## src/rtl/usb_ep_pkg.sv

```systemverilog
package usb_ep_pkg;
  localparam logic [2:0] REG_STAT   = 3'd0;
  localparam logic [2:0] REG_CTRL   = 3'd1;
  localparam logic [2:0] REG_CNT_LO = 3'd2;
  localparam logic [2:0] REG_CNT_HI = 3'd3;

  localparam int ST_RDY  = 0;
  localparam int ST_FLAG = 1;

  localparam int CB_DBUF  = 7;
  localparam int CB_ISO   = 6;
  localparam int CB_DIR   = 5;
  localparam int CB_FTOG  = 3;
  localparam int CB_SPLIT = 2;

  typedef struct packed {
    logic dbuf;
    logic iso;
    logic dir;
    logic ftog;
    logic split;
  } ep_cfg_t;

  function automatic logic [7:0] cfg_to_byte(ep_cfg_t c);
    logic [7:0] b;
    b = '0;
    b[CB_DBUF]  = c.dbuf;
    b[CB_ISO]   = c.iso;
    b[CB_DIR]   = c.dir;
    b[CB_FTOG]  = c.ftog;
    b[CB_SPLIT] = c.split;
    return b;
  endfunction

  function automatic ep_cfg_t byte_to_cfg(logic [7:0] b);
    ep_cfg_t c;
    c.dbuf  = b[CB_DBUF];
    c.iso   = b[CB_ISO];
    c.dir   = b[CB_DIR];
    c.ftog  = b[CB_FTOG];
    c.split = b[CB_SPLIT];
    return c;
  endfunction
endpackage

```

## src/rtl/usb_ep_out.sv

```systemverilog
module usb_ep_out #(
  parameter int CNT_W = 10
) (
  input  logic             clk_i,
  input  logic             rst_ni,
  input  logic             pkt_done_i,
  input  logic [CNT_W-1:0] pkt_len_i,
  input  logic             clr_rdy_i,
  input  logic             clr_flag_i,
  output logic             rdy_o,
  output logic             flag_o,
  output logic [CNT_W-1:0] cnt_o,
  output logic             irq_o,
  output logic             nak_o
);
  logic             rdy_q, flag_q, irq_q;
  logic [CNT_W-1:0] cnt_q;
  logic             accept;

  assign accept = pkt_done_i & ~rdy_q;
  assign nak_o  = pkt_done_i & rdy_q;

  always_ff @(posedge clk_i or negedge rst_ni) begin
    if (!rst_ni) begin
      rdy_q  <= 1'b0;
      flag_q <= 1'b0;
      irq_q  <= 1'b0;
      cnt_q  <= '0;
    end else begin
      irq_q <= accept;
      if (accept)         rdy_q <= 1'b1;
      else if (clr_rdy_i) rdy_q <= 1'b0;
      // set beats clear when both land together
      if (accept)          flag_q <= 1'b1;
      else if (clr_flag_i) flag_q <= 1'b0;
      if (accept) cnt_q <= pkt_len_i;
    end
  end

  assign rdy_o  = rdy_q;
  assign flag_o = flag_q;
  assign cnt_o  = cnt_q;
  assign irq_o  = irq_q;
endmodule

```

## src/rtl/usb_ep_toggle.sv

```systemverilog
module usb_ep_toggle (
  input  logic clk_i,
  input  logic rst_ni,
  input  logic sent_i,
  input  logic ack_i,
  input  logic force_i,
  output logic tog_o
);
  logic tog_q, wait_q;
  logic flip;

  assign flip = force_i ? sent_i : (ack_i & wait_q);

  always_ff @(posedge clk_i or negedge rst_ni) begin
    if (!rst_ni) begin
      tog_q  <= 1'b0;
      wait_q <= 1'b0;
    end else begin
      if (flip) tog_q <= ~tog_q;
      if (force_i)     wait_q <= 1'b0;
      else if (sent_i) wait_q <= 1'b1;
      else if (ack_i)  wait_q <= 1'b0;
    end
  end

  assign tog_o = tog_q;
endmodule

```

## src/rtl/usb_ep_bufmap.sv

```systemverilog
module usb_ep_bufmap #(
  parameter int AW = 6
) (
  input  logic          split_i,
  input  logic          dir_i,
  input  logic [AW-1:0] in_addr_i,
  input  logic [AW-1:0] out_addr_i,
  output logic [AW-1:0] buf_in_addr_o,
  output logic [AW-1:0] buf_out_addr_o,
  output logic          in_en_o,
  output logic          out_en_o
);
  localparam int HW = AW - 1;

  generate
    if (AW > 1) begin : g_half
      assign buf_in_addr_o  = split_i ? {1'b1, in_addr_i[HW-1:0]}  : in_addr_i;
      assign buf_out_addr_o = split_i ? {1'b0, out_addr_i[HW-1:0]} : out_addr_i;
    end else begin : g_one
      assign buf_in_addr_o  = split_i ? 1'b1 : in_addr_i;
      assign buf_out_addr_o = split_i ? 1'b0 : out_addr_i;
    end
  endgenerate

  assign in_en_o  = split_i | dir_i;
  assign out_en_o = split_i | ~dir_i;
endmodule

```

## src/rtl/usb_ep_ctrl.sv

```systemverilog
module usb_ep_ctrl
  import usb_ep_pkg::*;
#(
  parameter int CNT_W = 10,
  parameter int AW    = 6
) (
  input  logic             clk_i,
  input  logic             rst_ni,
  input  logic             cpu_we_i,
  input  logic [2:0]       cpu_addr_i,
  input  logic [7:0]       cpu_wdata_i,
  output logic [7:0]       cpu_rdata_o,
  input  logic             out_done_i,
  input  logic [CNT_W-1:0] out_len_i,
  output logic             out_nak_o,
  output logic             irq_o,
  input  logic             in_sent_i,
  input  logic             ack_i,
  output logic             toggle_o,
  input  logic [AW-1:0]    in_addr_i,
  input  logic [AW-1:0]    out_addr_i,
  output logic [AW-1:0]    buf_in_addr_o,
  output logic [AW-1:0]    buf_out_addr_o,
  output logic             in_en_o,
  output logic             out_en_o
);
  localparam int HI_W = CNT_W - 8;

  ep_cfg_t          cfg_q;
  logic             wr_stat, wr_ctrl;
  logic             rdy, flag;
  logic [CNT_W-1:0] cnt;
  logic [7:0]       cnt_hi;

  assign wr_stat = cpu_we_i && (cpu_addr_i == REG_STAT);
  assign wr_ctrl = cpu_we_i && (cpu_addr_i == REG_CTRL);

  always_ff @(posedge clk_i or negedge rst_ni) begin
    if (!rst_ni) cfg_q <= '0;
    else if (wr_ctrl) cfg_q <= byte_to_cfg(cpu_wdata_i);
  end

  usb_ep_out #(.CNT_W(CNT_W)) u_out (
    .clk_i      (clk_i),
    .rst_ni     (rst_ni),
    .pkt_done_i (out_done_i),
    .pkt_len_i  (out_len_i),
    .clr_rdy_i  (wr_stat & ~cpu_wdata_i[ST_RDY]),
    .clr_flag_i (wr_stat & cpu_wdata_i[ST_FLAG]),
    .rdy_o      (rdy),
    .flag_o     (flag),
    .cnt_o      (cnt),
    .irq_o      (irq_o),
    .nak_o      (out_nak_o)
  );

  usb_ep_toggle u_tog (
    .clk_i   (clk_i),
    .rst_ni  (rst_ni),
    .sent_i  (in_sent_i),
    .ack_i   (ack_i),
    .force_i (cfg_q.ftog),
    .tog_o   (toggle_o)
  );

  usb_ep_bufmap #(.AW(AW)) u_map (
    .split_i        (cfg_q.split),
    .dir_i          (cfg_q.dir),
    .in_addr_i      (in_addr_i),
    .out_addr_i     (out_addr_i),
    .buf_in_addr_o  (buf_in_addr_o),
    .buf_out_addr_o (buf_out_addr_o),
    .in_en_o        (in_en_o),
    .out_en_o       (out_en_o)
  );

  always_comb begin
    cnt_hi = '0;
    cnt_hi[HI_W-1:0] = cnt[CNT_W-1:8];
  end

  always_comb begin
    cpu_rdata_o = '0;
    unique case (cpu_addr_i)
      REG_STAT: begin
        cpu_rdata_o[ST_RDY]  = rdy;
        cpu_rdata_o[ST_FLAG] = flag;
      end
      REG_CTRL:   cpu_rdata_o = cfg_to_byte(cfg_q);
      REG_CNT_LO: cpu_rdata_o = cnt[7:0];
      REG_CNT_HI: cpu_rdata_o = cnt_hi;
      default:    cpu_rdata_o = '0;
    endcase
  end
endmodule

```

## config.mk

```make
export PLATFORM = sky130hd
export DESIGN_NAME = usb_ep_ctrl
export DESIGN_NICKNAME = d
export VERILOG_FILES = /design/src/rtl/usb_ep_pkg.sv /design/src/rtl/usb_ep_out.sv /design/src/rtl/usb_ep_toggle.sv /design/src/rtl/usb_ep_bufmap.sv /design/src/rtl/usb_ep_ctrl.sv
export SDC_FILE = /design/constraint.sdc
export NUM_CORES = 1
export LEC_CHECK = 0
export BUFFER_PORTS_ARGS = -buffer_cell sky130_fd_sc_hd__buf_4
export CAP_MARGIN = 15
export CORE_MARGIN = 3
export CORE_UTILIZATION = 40
export CTS_CLUSTER_SIZE = 40
export DETAILED_ROUTE_END_ITERATION = 12
export PLACE_DENSITY = 0.75
export SYNTH_ARGS = -nofsm -noshare
export SYNTH_HDL_FRONTEND = slang
export SYNTH_SLANG_ARGS = --single-unit
```

## constraint.sdc

```tcl
create_clock -name clk_i -period 1.9 [get_ports clk_i]
set_clock_uncertainty 0.1 [all_clocks]
set_input_delay 0.38 -clock clk_i [delete_from_list [all_inputs] [get_ports clk_i]]
set_output_delay 0.38 -clock clk_i [all_outputs]
set_load 0.005 [all_outputs]
```

# Word level (Yosys, flattened, before mapping)
# Cells that the tools add are included.
[totals]
inputBits = 39
out_inout_bits = 25
wordCells = 43
reg_bits = 20
[classes]
eq_ne = 3
bitwise = 11
n_reduce_logical = 6
n_mux = 12
[op_table]
columns = ["cell", "count"]
rows = [
  ["6-bit two-way mux", 2],
  ["6-bit case mux with 2 select lines", 1],
  ["1-bit two-way mux", 8],
  ["3-bit by 2-bit == test with 1-bit output (second input constant)", 2],
  ["2-bit case mux with 3 select lines", 1],
  ["1-bit bitwise AND", 5],
  ["1-bit inverter", 4],
  ["2-bit nonzero test", 2],
  ["3-bit by 1-bit == test with 1-bit output (second input constant)", 1],
  ["3-bit zero test", 1],
  ["3-bit nonzero test", 1],
  ["1-bit logical AND", 2],
  ["1-bit OR", 2],
]

# Depth between registers and ports, before layout
# Gate-level depths: netlist of run 1.
[depth]
ltp_word = 5
mapped_depth = 5
mapped_depth_nobuf = 3

# Hierarchy
# Synthesis of run 1 repeated with hierarchy kept, for this count alone.
[unflattened]
hier_cells = 95
hier_area_um2 = 1149.9
[modules_own_cells]
columns = ["module", "seq_area_each_um2", "instances", "cells_each", "area_each_um2"]
rows = [
  ["usb_ep_out", 325.3, 1, 30, 530.5],
  ["usb_ep_ctrl", 125.1, 1, 41, 411.6],
  ["usb_ep_toggle", 50.0, 1, 10, 107.6],
  ["usb_ep_bufmap", 0.0, 1, 14, 100.1],
]

# Worst setup path before layout of run 1
# Ideal clock, no wire load.
[synth_timing]
kind = "input to output"
start = "input cpu_addr_i[0]"
end = "output cpu_rdata_o[2]"
path_slack_ns = 0.439
t_required_ns = 1.420
path_buffers = 1
arrival_ns = 0.981
cell_stages = 4
cell_sequence = "buf_6 nor2b_1 a22oi_1 nor2_1"
[synth_between]
elab_chain_cells = 2
elab_cells_between_ends = 3
cone_classes = "eq/ne (2); mux (1)"
[synth_rtl]
columns = ["element", "line_no", "source"]
rows = [
  ["from (decl)", "usb_ep_ctrl.sv:10", "input logic [2:0] cpu_addr_i,"],
  ["3-bit by 2-bit == test with 1-bit output / 3-bit by 1-bit == test with 1-bit output (equally long branches)", "usb_ep_ctrl.sv:84", "unique case (cpu_addr_i)"],
  ["6-bit case mux with 2 select lines *", "usb_ep_ctrl.sv:84", ""],
  ["to (decl)", "usb_ep_ctrl.sv:12", "output logic [7:0] cpu_rdata_o,"],
]
# Mark *: on every way between the ends. The rest lies on a longest branch, timed or not.

# Final worst setup path of run 1
[layout_timing]
start = "input cpu_addr_i[1]"
end = "output cpu_rdata_o[2]"
# The elaborated chain is that of the path after synthesis.

==> flow_summary_export.csv, run 1 <==
group,metric,value,unit
clock_tree,cts_made_buffers,3,
timing,setup_violations,0,
setup_path,reg2reg_to,"u_out.cnt_o[7]",
hold_path,hold_depth,2,
setup_path,max_stage_delay,0.37,ns
power_and_ir_drop,p_int,0.000962,W
synth,synth_top_area_share,48.0,%
drt,firstDrtPassIters,4,
layout,final_cells,151,
timing,finalSetupTns,0,ns
timing,max_freq,574,MHz
drt,wl,2050,um
power_and_ir_drop,sequentialPowerShare,48.3,%
synth,synth-compound-area-share,8.27,%
synth,yosysTopAreaCell,"dfrtp_1",
clock_tree,clockBufferDepth,2,
floorplan,io_pins,64,
timing,setup_ws,0.158,ns
drt,drt-initial-drc-count,4,
power_and_ir_drop,p_leak,0.666,nW
floorplan,die_w,57.1,um
layout,nNetsFinal,163,
clock_tree,ctsHoldBuffers,1,
floorplan,dieArea,3260,um^2
timing,hold_viol_final,0,
layout,drive_gt1_share,52.8,%
hold_path,worstHoldStart,"out_len_i[9]",
drt,drc,0,
hold_path,hold_class,"input pin to flop",
layout,layout_commonest_cell,"buf_4",
setup_path,worstRegToRegCells,3,
global_routing,first_global_vias,774,
synth,synthMuxAreaShare,19.9,%
setup_path,rrSetupSlack,0.58,ns
synth,synth_cell_types,25,
drt,antenna_left,0,
place,preCtsSetupSlack,0.149,ns
flow_run,drv_cap,0,
setup_path,path_buf_inv,2,
timing,rsz0062_at_grt,"false",
drt,wl_per_cell,13.5,um
clock_tree,insertion_delay,0.30,ns
power_and_ir_drop,ir_drop,0.000844,V
synth,synth_area,1040,um^2
setup_path,crit_slowest_cell,"nor2b_1",
timing,period_share,91.7,%
layout,fin_util,58.0,%
global_routing,grt_first_pass_wirelength,3470,um
clock_tree,cts_setup_buffers,0,
place,gp_congestion,0.747,
floorplan,die_h,57.1,um
clock_tree,cts_tree,"done",
synth,synth_top_family_by_area,"multiplexers",
power_and_ir_drop,p_switching,0.000299,W
power_and_ir_drop,finalPower,0.00126,W
layout,diodes,0,
setup_path,cpLargestDelayFamily,"simple AND/OR/NAND/NOR gates",
global_routing,antenna_found_initial,0,
setup_path,r2r_start,"u_out.rdy_o",
clock_tree,cts_sinks,20,
synth,yosys_warnings,0,
power_and_ir_drop,p_sw_share,23.7,%
synth,synth_cells,89,
clock_tree,post_cts_resized,0,
setup_path,crit_type,"input pin to primary output",
setup_path,arrival,1.26,ns
global_routing,gr-usage-all-layers,13.7,%
setup_path,start_kind,"input pin",
floorplan,core,2340,um^2
place,dpl.cell_count,146,
layout,syn2layout_area_growth,30.0,%
synth,synth_simple_gate_area_share,11.6,%
setup_path,required,1.42,ns
clock_tree,htreeDepth,1,
timing,worstMarginPinSlew,0.399,ns
setup_path,crit_path_end_kind,"primary output",
floorplan,placementRows,17,
clock_tree,path_clk_slew,0.11,ns
power_and_ir_drop,p_clk_share,27.0,%
synth,syn_avg_cell_area,11.7,um^2
setup_path,cp_max_fo,7,
synth,yosysSeqAreaShare,48.0,%
timing,finalCriticalPeriod,1.74,ns
synth,ys_ff_latch,20,
drt,post_drt_via_cell_ratio,4.93,
global_routing,grt_max_degree,21,
synth,synth_area_leaders,"dfrtp_1 48%, mux2_2 11%, buf_4 7.2%, mux2_4 7.2%, a22oi_1 3.6%",
setup_path,crit_chain,"buf_4 -> nor2b_1 -> a22oi_1 -> nor2_1 -> buf_4",
setup_path,crit_top_cell,"buf_4",
synth,synth_nets,128,
synth,synth_xor_area_share,0.839,%
layout,final_cell_mix,"43 x buf_4, 20 x dfrtp_1, 10 x mux2_2",
place,hpwl,1630,um
hold_path,holdPathEnd,"u_out.cnt_o[9]",
run_status,status,"finished, final reports clean",
drt,vias,744,
place,portBuffers,42,
synth,synthAdderAreaFrac,0,%
timing,drv_slew,0,
power_and_ir_drop,p_per_area,930,nW/um^2
floorplan,start_util,44.6,%
timing,slew_headroom,73.0,%
clock_tree,root_buffer,"clkbuf_4",
power_and_ir_drop,comb_power_share,24.7,%
global_routing,grt_overflow,0,
[registers in the layout, indices dropped and copies added (netlist names)]
name / cells
u_tog.wait_q: 1
cfg_q: 5
u_out.cnt_o: 10
u_out.rdy_o: 1
u_tog.tog_o: 1
u_out.irq_o: 1
u_out.flag_o: 1
[worst reg2reg max path, cell delays in order, from the launching register on]
cell and delay, ns:
dfrtp_1 0.44, nor2b_1 0.12, buf_4 0.21, mux2_2 0.35
[metrics by stage]
stage          hold WS [ns]  cell area (um^2)
2_1_floorplan       -0.0156              1040
3_3_place_gp          0.169              1290
3_5_place_dp          0.171              1290
4_1_cts               0.191              1360
5_1_grt               0.184              1360
6_report              0.202              1360
[synth_stat cells, drive strengths merged]
library cell / n
a211oi: 2
a21o: 1
a21oi: 3
a22oi: 5
a31oi: 1
and2: 1
and3b: 2
buf: 13
clkbuf: 1
dfrtp: 20
inv: 3
mux2: 15
mux2i: 2
nand2: 3
nand2b: 1
nor2: 7
nor2b: 4
nor4b: 1
o21ai: 1
or2: 2
xor2: 1
[layout make-up]
class,count,area (um^2)
repair buffers,44,333
well taps,28,35.0
multi-input cells,52,424
clock inverters,1,30.0
fillers,209,983
clock buffers,3,22.5
flip-flops and latches,20,500
inverters,3,11.3
[power by group through the flow]
stage / Sequential (W) / Combinational [W] / Clock (W)
finish: 0.000609 / 0.000312 / 0.000341
CTS: 0.000609 / 0.000319 / 0.000351
global placement: 0.000613 / 0.000309 / 0
floorplan: 0.000597 / 0.000197 / 0
global route: 0.000622 / 0.000344 / 0.000377
detailed placement: 0.000618 / 0.000316 / 0
[layer usage]
metal  wire (um)  up-vias  track usage [%]  part of all wire, %
met5           0        -                0                    0
met4          56        0             6.62                  2.7
met3         143       12             3.62                  7.0
met2        1030       23             23.0                   50
met1         814      348             16.1                   40
li1            -      361                -                    -
[how the worst max path moves through the flow]
stage,depth (start not counted),slack [ns],end,start
floorplan,4,0.44,cpu_rdata_o[2],cpu_addr_i[0]
global placement,5,0.14,cpu_rdata_o[3],cpu_addr_i[1]
detailed placement,5,0.15,cpu_rdata_o[2],cpu_addr_i[1]
CTS,5,0.14,cpu_rdata_o[2],cpu_addr_i[1]
global route,5,0.04,cpu_rdata_o[7],cpu_addr_i[1]
finish,5,0.16,cpu_rdata_o[2],cpu_addr_i[1]
[logic make-up after synthesis]
| group | Yosys count |
|---|---|
| muxes | 17 |
| buffers and inverters | 17 |
| DFF | 20 |
| xor gates and xnor gates | 1 |
| AOI/OAI and AO/OA | 13 |
| and+or+nand+nor | 21 |
(Power assumes the default switching activity.)
==> run 2: changes to the inputs <==
--- a/config.mk
+++ b/config.mk
@@ -8,7 +8,7 @@
 export BUFFER_PORTS_ARGS = -buffer_cell sky130_fd_sc_hd__buf_4
 export CAP_MARGIN = 15
 export CORE_MARGIN = 3
-export CORE_UTILIZATION = 40
+export CORE_UTILIZATION = 38
 export CTS_CLUSTER_SIZE = 40
 export DETAILED_ROUTE_END_ITERATION = 12
 export PLACE_DENSITY = 0.75
==> constraint.sdc (replaced) <==
create_clock -name clk_i -period 1.5 [get_ports clk_i]
set_clock_uncertainty 0.1 [all_clocks]
set_input_delay 0.3 -clock clk_i [delete_from_list [all_inputs] [get_ports clk_i]]
set_output_delay 0.3 -clock clk_i [all_outputs]
set_load 0.005 [all_outputs]
==> run 2 against run 1 <==
The run now ends with setup timing left. Register-to-register slack worse by 0.50 ns. Sequential cell count stayed put. Clock-buffer cell count unchanged. Global-route usage rose by 1.1 points. Via count is 10% higher. Worst hold slack worse by 0.084 ns. Sequential share of layout area down 4.6 points. Routed wire length is 24% higher. Sequential power grew 29%. Combinational power increased by 75%. Non-clock buffer count increased by 13. Design area up 14%.
==> flow_summary_export.csv, run 2 (synthesis results as in run 1) <==
group,metric,value,unit
run_status,status,"finished with violations",
run_status,violations,"setup timing",
drt,post_drt_via_cell_ratio,4.95,
floorplan,start_util,41.0,%
global_routing,grt_overflow,0,
floorplan,dieArea,3410,um^2
setup_path,crit_path_end_kind,"primary output",
layout,nNetsFinal,176,
place,hpwl,1720,um
clock_tree,root_buffer,"clkbuf_4",
floorplan,io_pins,64,
layout,diodes,0,
place,portBuffers,42,
hold_path,worstHoldStart,"cpu_wdata_i[6]",
timing,hold_viol_final,0,
global_routing,first_global_vias,890,
layout,multi_input_area,492,um^2
place,gp_congestion,0.830,
timing,holdWs,0.118,ns
floorplan,placementRows,18,
floorplan,die_h,58.4,um
layout,largest_reg_flops,10,
setup_path,cp_max_fo,2,
drt,drt-initial-drc-count,12,
setup_path,start_kind,"flop",
layout,fillers,199,
place,dpl.cell_count,152,
layout,design_area,1550,um^2
layout,layout_commonest_cell,"buf_4",
power_and_ir_drop,comb_power_share,31.0,%
flow_run,drv_cap,0,
power_and_ir_drop,p_per_area,1140,nW/um^2
drt,vias,822,
global_routing,antenna_found_initial,0,
power_and_ir_drop,sequentialPowerShare,44.4,%
setup_path,arrival,1.15,ns
floorplan,die_w,58.4,um
layout,final_cell_mix,"49 x buf_4, 19 x dfrtp_1, 10 x mux2_2",
layout,syn2layout_area_growth,48.7,%
timing,period_share,103,%
power_and_ir_drop,p_clk_share,24.6,%
place,preCtsSetupSlack,-0.110,ns
setup_path,cp-startpoint,"u_out.cnt_o[9]",
clock_tree,cts_sinks,20,
floorplan,core,2540,um^2
clock_tree,cts_made_buffers,3,
drt,wl,2540,um
clock_tree,clockBufferDepth,2,
drt,drc,0,
drt,wl_per_cell,15.3,um
clock_tree,path_clk_slew,0.11,ns
setup_path,crit_type,"flop to primary output",
power_and_ir_drop,p_int,0.00132,W
timing,max_freq,646,MHz
layout,final_cells,166,
timing,setup_violations,6,
timing,drv_slew,0,
global_routing,grt_first_pass_wirelength,3840,um
setup_path,required,1.10,ns
power_and_ir_drop,p_sw_share,25.1,%
drt,firstDrtPassIters,4,
global_routing,gr-usage-all-layers,14.8,%
timing,finalCriticalPeriod,1.55,ns
layout,drive_gt1_share,67.6,%
timing,worstMarginPinSlew,0.416,ns
global_routing,grt_max_degree,21,
timing,setup_ws,-0.0474,ns
timing,slew_headroom,71.9,%
clock_tree,cts_tree,"done",
power_and_ir_drop,p_switching,0.000443,W
clock_tree,htreeDepth,1,
setup_path,r2r_start,"u_out.rdy_o",
power_and_ir_drop,ir_drop,0.00104,V
layout,ff_latch_area,502,um^2
place,postPlaceCellArea,1330,um^2
timing,rsz0062_at_grt,"true",
hold_path,hold_class,"input pin to flop",
drt,antenna_left,0,
clock_tree,insertion_delay,0.30,ns
timing,finalSetupTns,-0.116,ns
power_and_ir_drop,p_leak,0.755,nW
## run 2: cell count changes in the layout (fill, tap and decap cells not counted), sizes merged
cell	delta
buf	+13
## run 2: power groups by stage
stage | Combinational (W) | Sequential [W] | Clock, W
2_1_floorplan | 0.000250 | 0.000756 | 0
3_3_place_gp | 0.000397 | 0.000772 | 0
3_5_place_dp | 0.000409 | 0.000780 | 0
4_1_cts | 0.000467 | 0.000764 | 0.000445
5_1_grt | 0.000593 | 0.000802 | 0.000472
6_report | 0.000547 | 0.000784 | 0.000433
## run 2: final cells by class
type | count | area share, %
Multi-Input combinational cell | 52 | 31.7
Inverter | 3 | 0.726
Timing Repair Buffer | 57 | 29.4
Tap cell | 30 | 2.42
Sequential cell | 20 | 32.3
Clock buffer | 3 | 1.45
Clock inverter | 1 | 1.94
## run 2: per-layer routing
layer / global-route usage [%] / share of wire, %
met5: 0 / 0
met4: 3.97 / 0.90
met1: 16.3 / 38
met2: 26.6 / 52
met3: 5.48 / 8.9
## run 2: path summary, 6_finish.rpt
kind | slack [ns] | end | cells past startpoint
max in group asynchronous | 0.78 | cfg_q[0] | 2
setup reg to reg | 0.08 | u_out.cnt_o[3] | 4
min in group asynchronous | 0.29 | u_out.rdy_o | 2
hold reg to reg | 0.38 | u_tog.tog_o | 1
setup / recovery | -0.05 | cpu_rdata_o[1] | 3
hold / removal | 0.12 | cfg_q[3] | 2
## run 2: critical path, cell delays in order (launching register included)
cell      delay, ns
dfrtp_1        0.40
mux2i_1        0.22
a211oi_2       0.10
buf_4          0.14
## run 2: per-stage QoR
step	power (W)	util, %
after floorplan	0.00101	-
after global routing	0.00187	61.0
after CTS	0.00168	56.6
final	0.00176	61.0
after global placement	0.00117	52.1
after detailed placement	0.00119	52.1
## run 2: timing repair
action / 4_1_cts / 5_1_grt
cloned: 0 / 1
pin swaps: 5 / 6
hold buffers: 1 / 0
endpoints found under the setup margin: 10 / 21
buffers inserted: 5 / 3
endpoints found under the hold margin: 20 / 0
resized for setup: 5 / 21
==> run 3: changes to the inputs <==
--- a/config.mk
+++ b/config.mk
@@ -5,13 +5,13 @@
 export SDC_FILE = /design/constraint.sdc
 export NUM_CORES = 1
 export LEC_CHECK = 0
-export BUFFER_PORTS_ARGS = -buffer_cell sky130_fd_sc_hd__buf_4
 export CAP_MARGIN = 15
 export CORE_MARGIN = 3
-export CORE_UTILIZATION = 38
+export CORE_UTILIZATION = 40
+export CTS_BUF_LIST = sky130_fd_sc_hd__clkbuf_8
 export CTS_CLUSTER_SIZE = 40
 export DETAILED_ROUTE_END_ITERATION = 12
-export PLACE_DENSITY = 0.75
+export DONT_BUFFER_PORTS = 1
 export SYNTH_ARGS = -nofsm -noshare
 export SYNTH_HDL_FRONTEND = slang
 export SYNTH_SLANG_ARGS = --single-unit
==> run 3 against run 2 <==
The run now ends clean. Power is 23% lower. Sequential share of layout area grew 15 points. Routed wire length is 25% lower. Register-to-register slack better by 0.07 ns. Worst setup slack better by 0.15 ns. Non-clock buffer count shrank 52. Combinational power decreased by 53%. Design area down 32%. Global-route usage is 2.1 points lower. First-iteration DRC count down 75%. Clock-buffer cell count unchanged. Largest cell class unchanged. Largest power group unchanged.
==> flow_summary_export.csv, run 3 (synthesis results as in run 1) <==
group,metric,value,unit
layout,drive_gt1_share,30.1,%
floorplan,start_util,44.6,%
global_routing,first_global_vias,683,
place,postPlaceCellArea,1000,um^2
clock_tree,cts_sinks,20,
layout,largest_reg_flops,10,
place,gp_congestion,0.750,
run_status,status,"finished, final reports clean",
setup_path,crit_path_end_kind,"primary output",
drt,firstDrtPassIters,2,
timing,rsz0062_at_grt,"false",
layout,design_area,1050,um^2
power_and_ir_drop,p_per_area,1290,nW/um^2
drt,vias,611,
floorplan,die_h,57.1,um
timing,period_share,93.5,%
drt,drt-initial-drc-count,3,
layout,layout_commonest_cell,"dfrtp_1",
timing,finalCriticalPeriod,1.40,ns
drt,drc,0,
layout,diodes,0,
global_routing,grt_first_pass_wirelength,3250,um
timing,setup_violations,0,
setup_path,crit_chain,"a21oi_1 -> a211oi_1",
timing,finalSetupTns,0,ns
floorplan,die_w,57.1,um
timing,slew_headroom,41.2,%
drt,post_drt_via_cell_ratio,5.50,
clock_tree,post_cts_resized,0,
clock_tree,cts_tree,"done",
clock_tree,clockBufferDepth,2,
setup_path,crit_type,"flop to primary output",
setup_path,cpLargestDelayFamily,"flip-flops",
floorplan,io_pins,64,
setup_path,start_kind,"flop",
layout,syn2layout_area_growth,0.839,%
floorplan,dieArea,3260,um^2
power_and_ir_drop,p_leak,0.470,nW
drt,antenna_left,0,
timing,hold_viol_final,0,
drt,wl_per_cell,17.1,um
global_routing,grt_overflow,0,
clock_tree,path_clk_slew,0.06,ns
layout,nNetsFinal,124,
clock_tree,cts_setup_buffers,0,
setup_path,path_buf_inv,0,
timing,max_freq,713,MHz
clock_tree,htreeDepth,1,
floorplan,core,2340,um^2
floorplan,placementRows,17,
clock_tree,root_buffer,"clkbuf_8",
global_routing,gr-usage-all-layers,12.7,%
layout,final_cell_mix,"20 x dfrtp_1, 10 x mux2_2, 7 x nor2_1",
power_and_ir_drop,ir_drop,0.000612,V
hold_path,hold_class,"input pin to flop",
place,hpwl,1500,um
setup_path,arrival,1.00,ns
global_routing,grt_max_degree,21,
flow_run,drv_cap,0,
setup_path,cp_max_fo,5,
layout,fin_util,45.0,%
timing,worstMarginPinSlew,0.879,ns
clock_tree,cts_made_buffers,3,
setup_path,crit_slowest_cell,"dfrtp_1",
setup_path,required,1.10,ns
drt,wl,1900,um
place,portBuffers,0,
global_routing,antenna_found_initial,0,
timing,drv_slew,0,
clock_tree,insertion_delay,0.24,ns
setup_path,max_stage_delay,0.40,ns
## run 3: metal layers
metal  part of all wire [%]  up-vias  GRT usage, %
met3                    7.7        8          4.30
met1                     42      295          15.4
li1                       -      284             -
met5                      0        -             0
met2                     49       24          20.6
met4                    1.7        0          5.30
## run 3: layout make-up
cell class | count | area, um^2
Sequential cell | 20 | 500
Multi-Input combinational cell | 52 | 424
Tap cell | 28 | 35.0
Clock buffer | 3 | 41.3
Inverter | 3 | 11.3
Fill cell | 225 | 1290
Timing Repair Buffer | 5 | 40.0
## run 3: path summary, 6_finish.rpt
check | startpoint | to | slack (ns) | cells past startpoint
max | u_out.rdy_o | cpu_rdata_o[0] | 0.1 | 2
min | in_sent_i | u_tog.wait_q | 0.09 | 2
max reg2reg | u_out.rdy_o | u_out.cnt_o[8] | 0.15 | 3
min reg2reg | u_out.flag_o | u_out.flag_o | 0.39 | 1
max in group asynchronous | rst_ni | cfg_q[0] | 0.24 | 1
min in group asynchronous | rst_ni | u_tog.tog_o | 0.52 | 1
## run 3: power breakdown
group	switching (W)	total (W)	internal (W)
logic	0.0000920	0.000258	0.000166
registers	0.0000871	0.000769	0.000681
clock network	0.000149	0.000327	0.000178
## run 3: timing repair
item / 4_1_cts / 5_1_grt
hold buffers: 1 / 0
endpoints found under the hold margin: 20 / 0
setup endpoints to repair: 0 / 0
## run 3: through the flow
stage / setup WS [ns] / cells / hold WS (ns) / power, W
after CTS: 0.0745 / 111 / 0.0861 / 0.00138
after floorplan: 0.123 / 89 / -0.0956 / 0.00101
after detailed placement: 0.121 / 107 / -0.0951 / 0.00103
after global placement: 0.127 / 107 / -0.0951 / 0.00102
after global routing: 0.0301 / 111 / 0.0805 / 0.00146
final: 0.0979 / 111 / 0.0903 / 0.00135
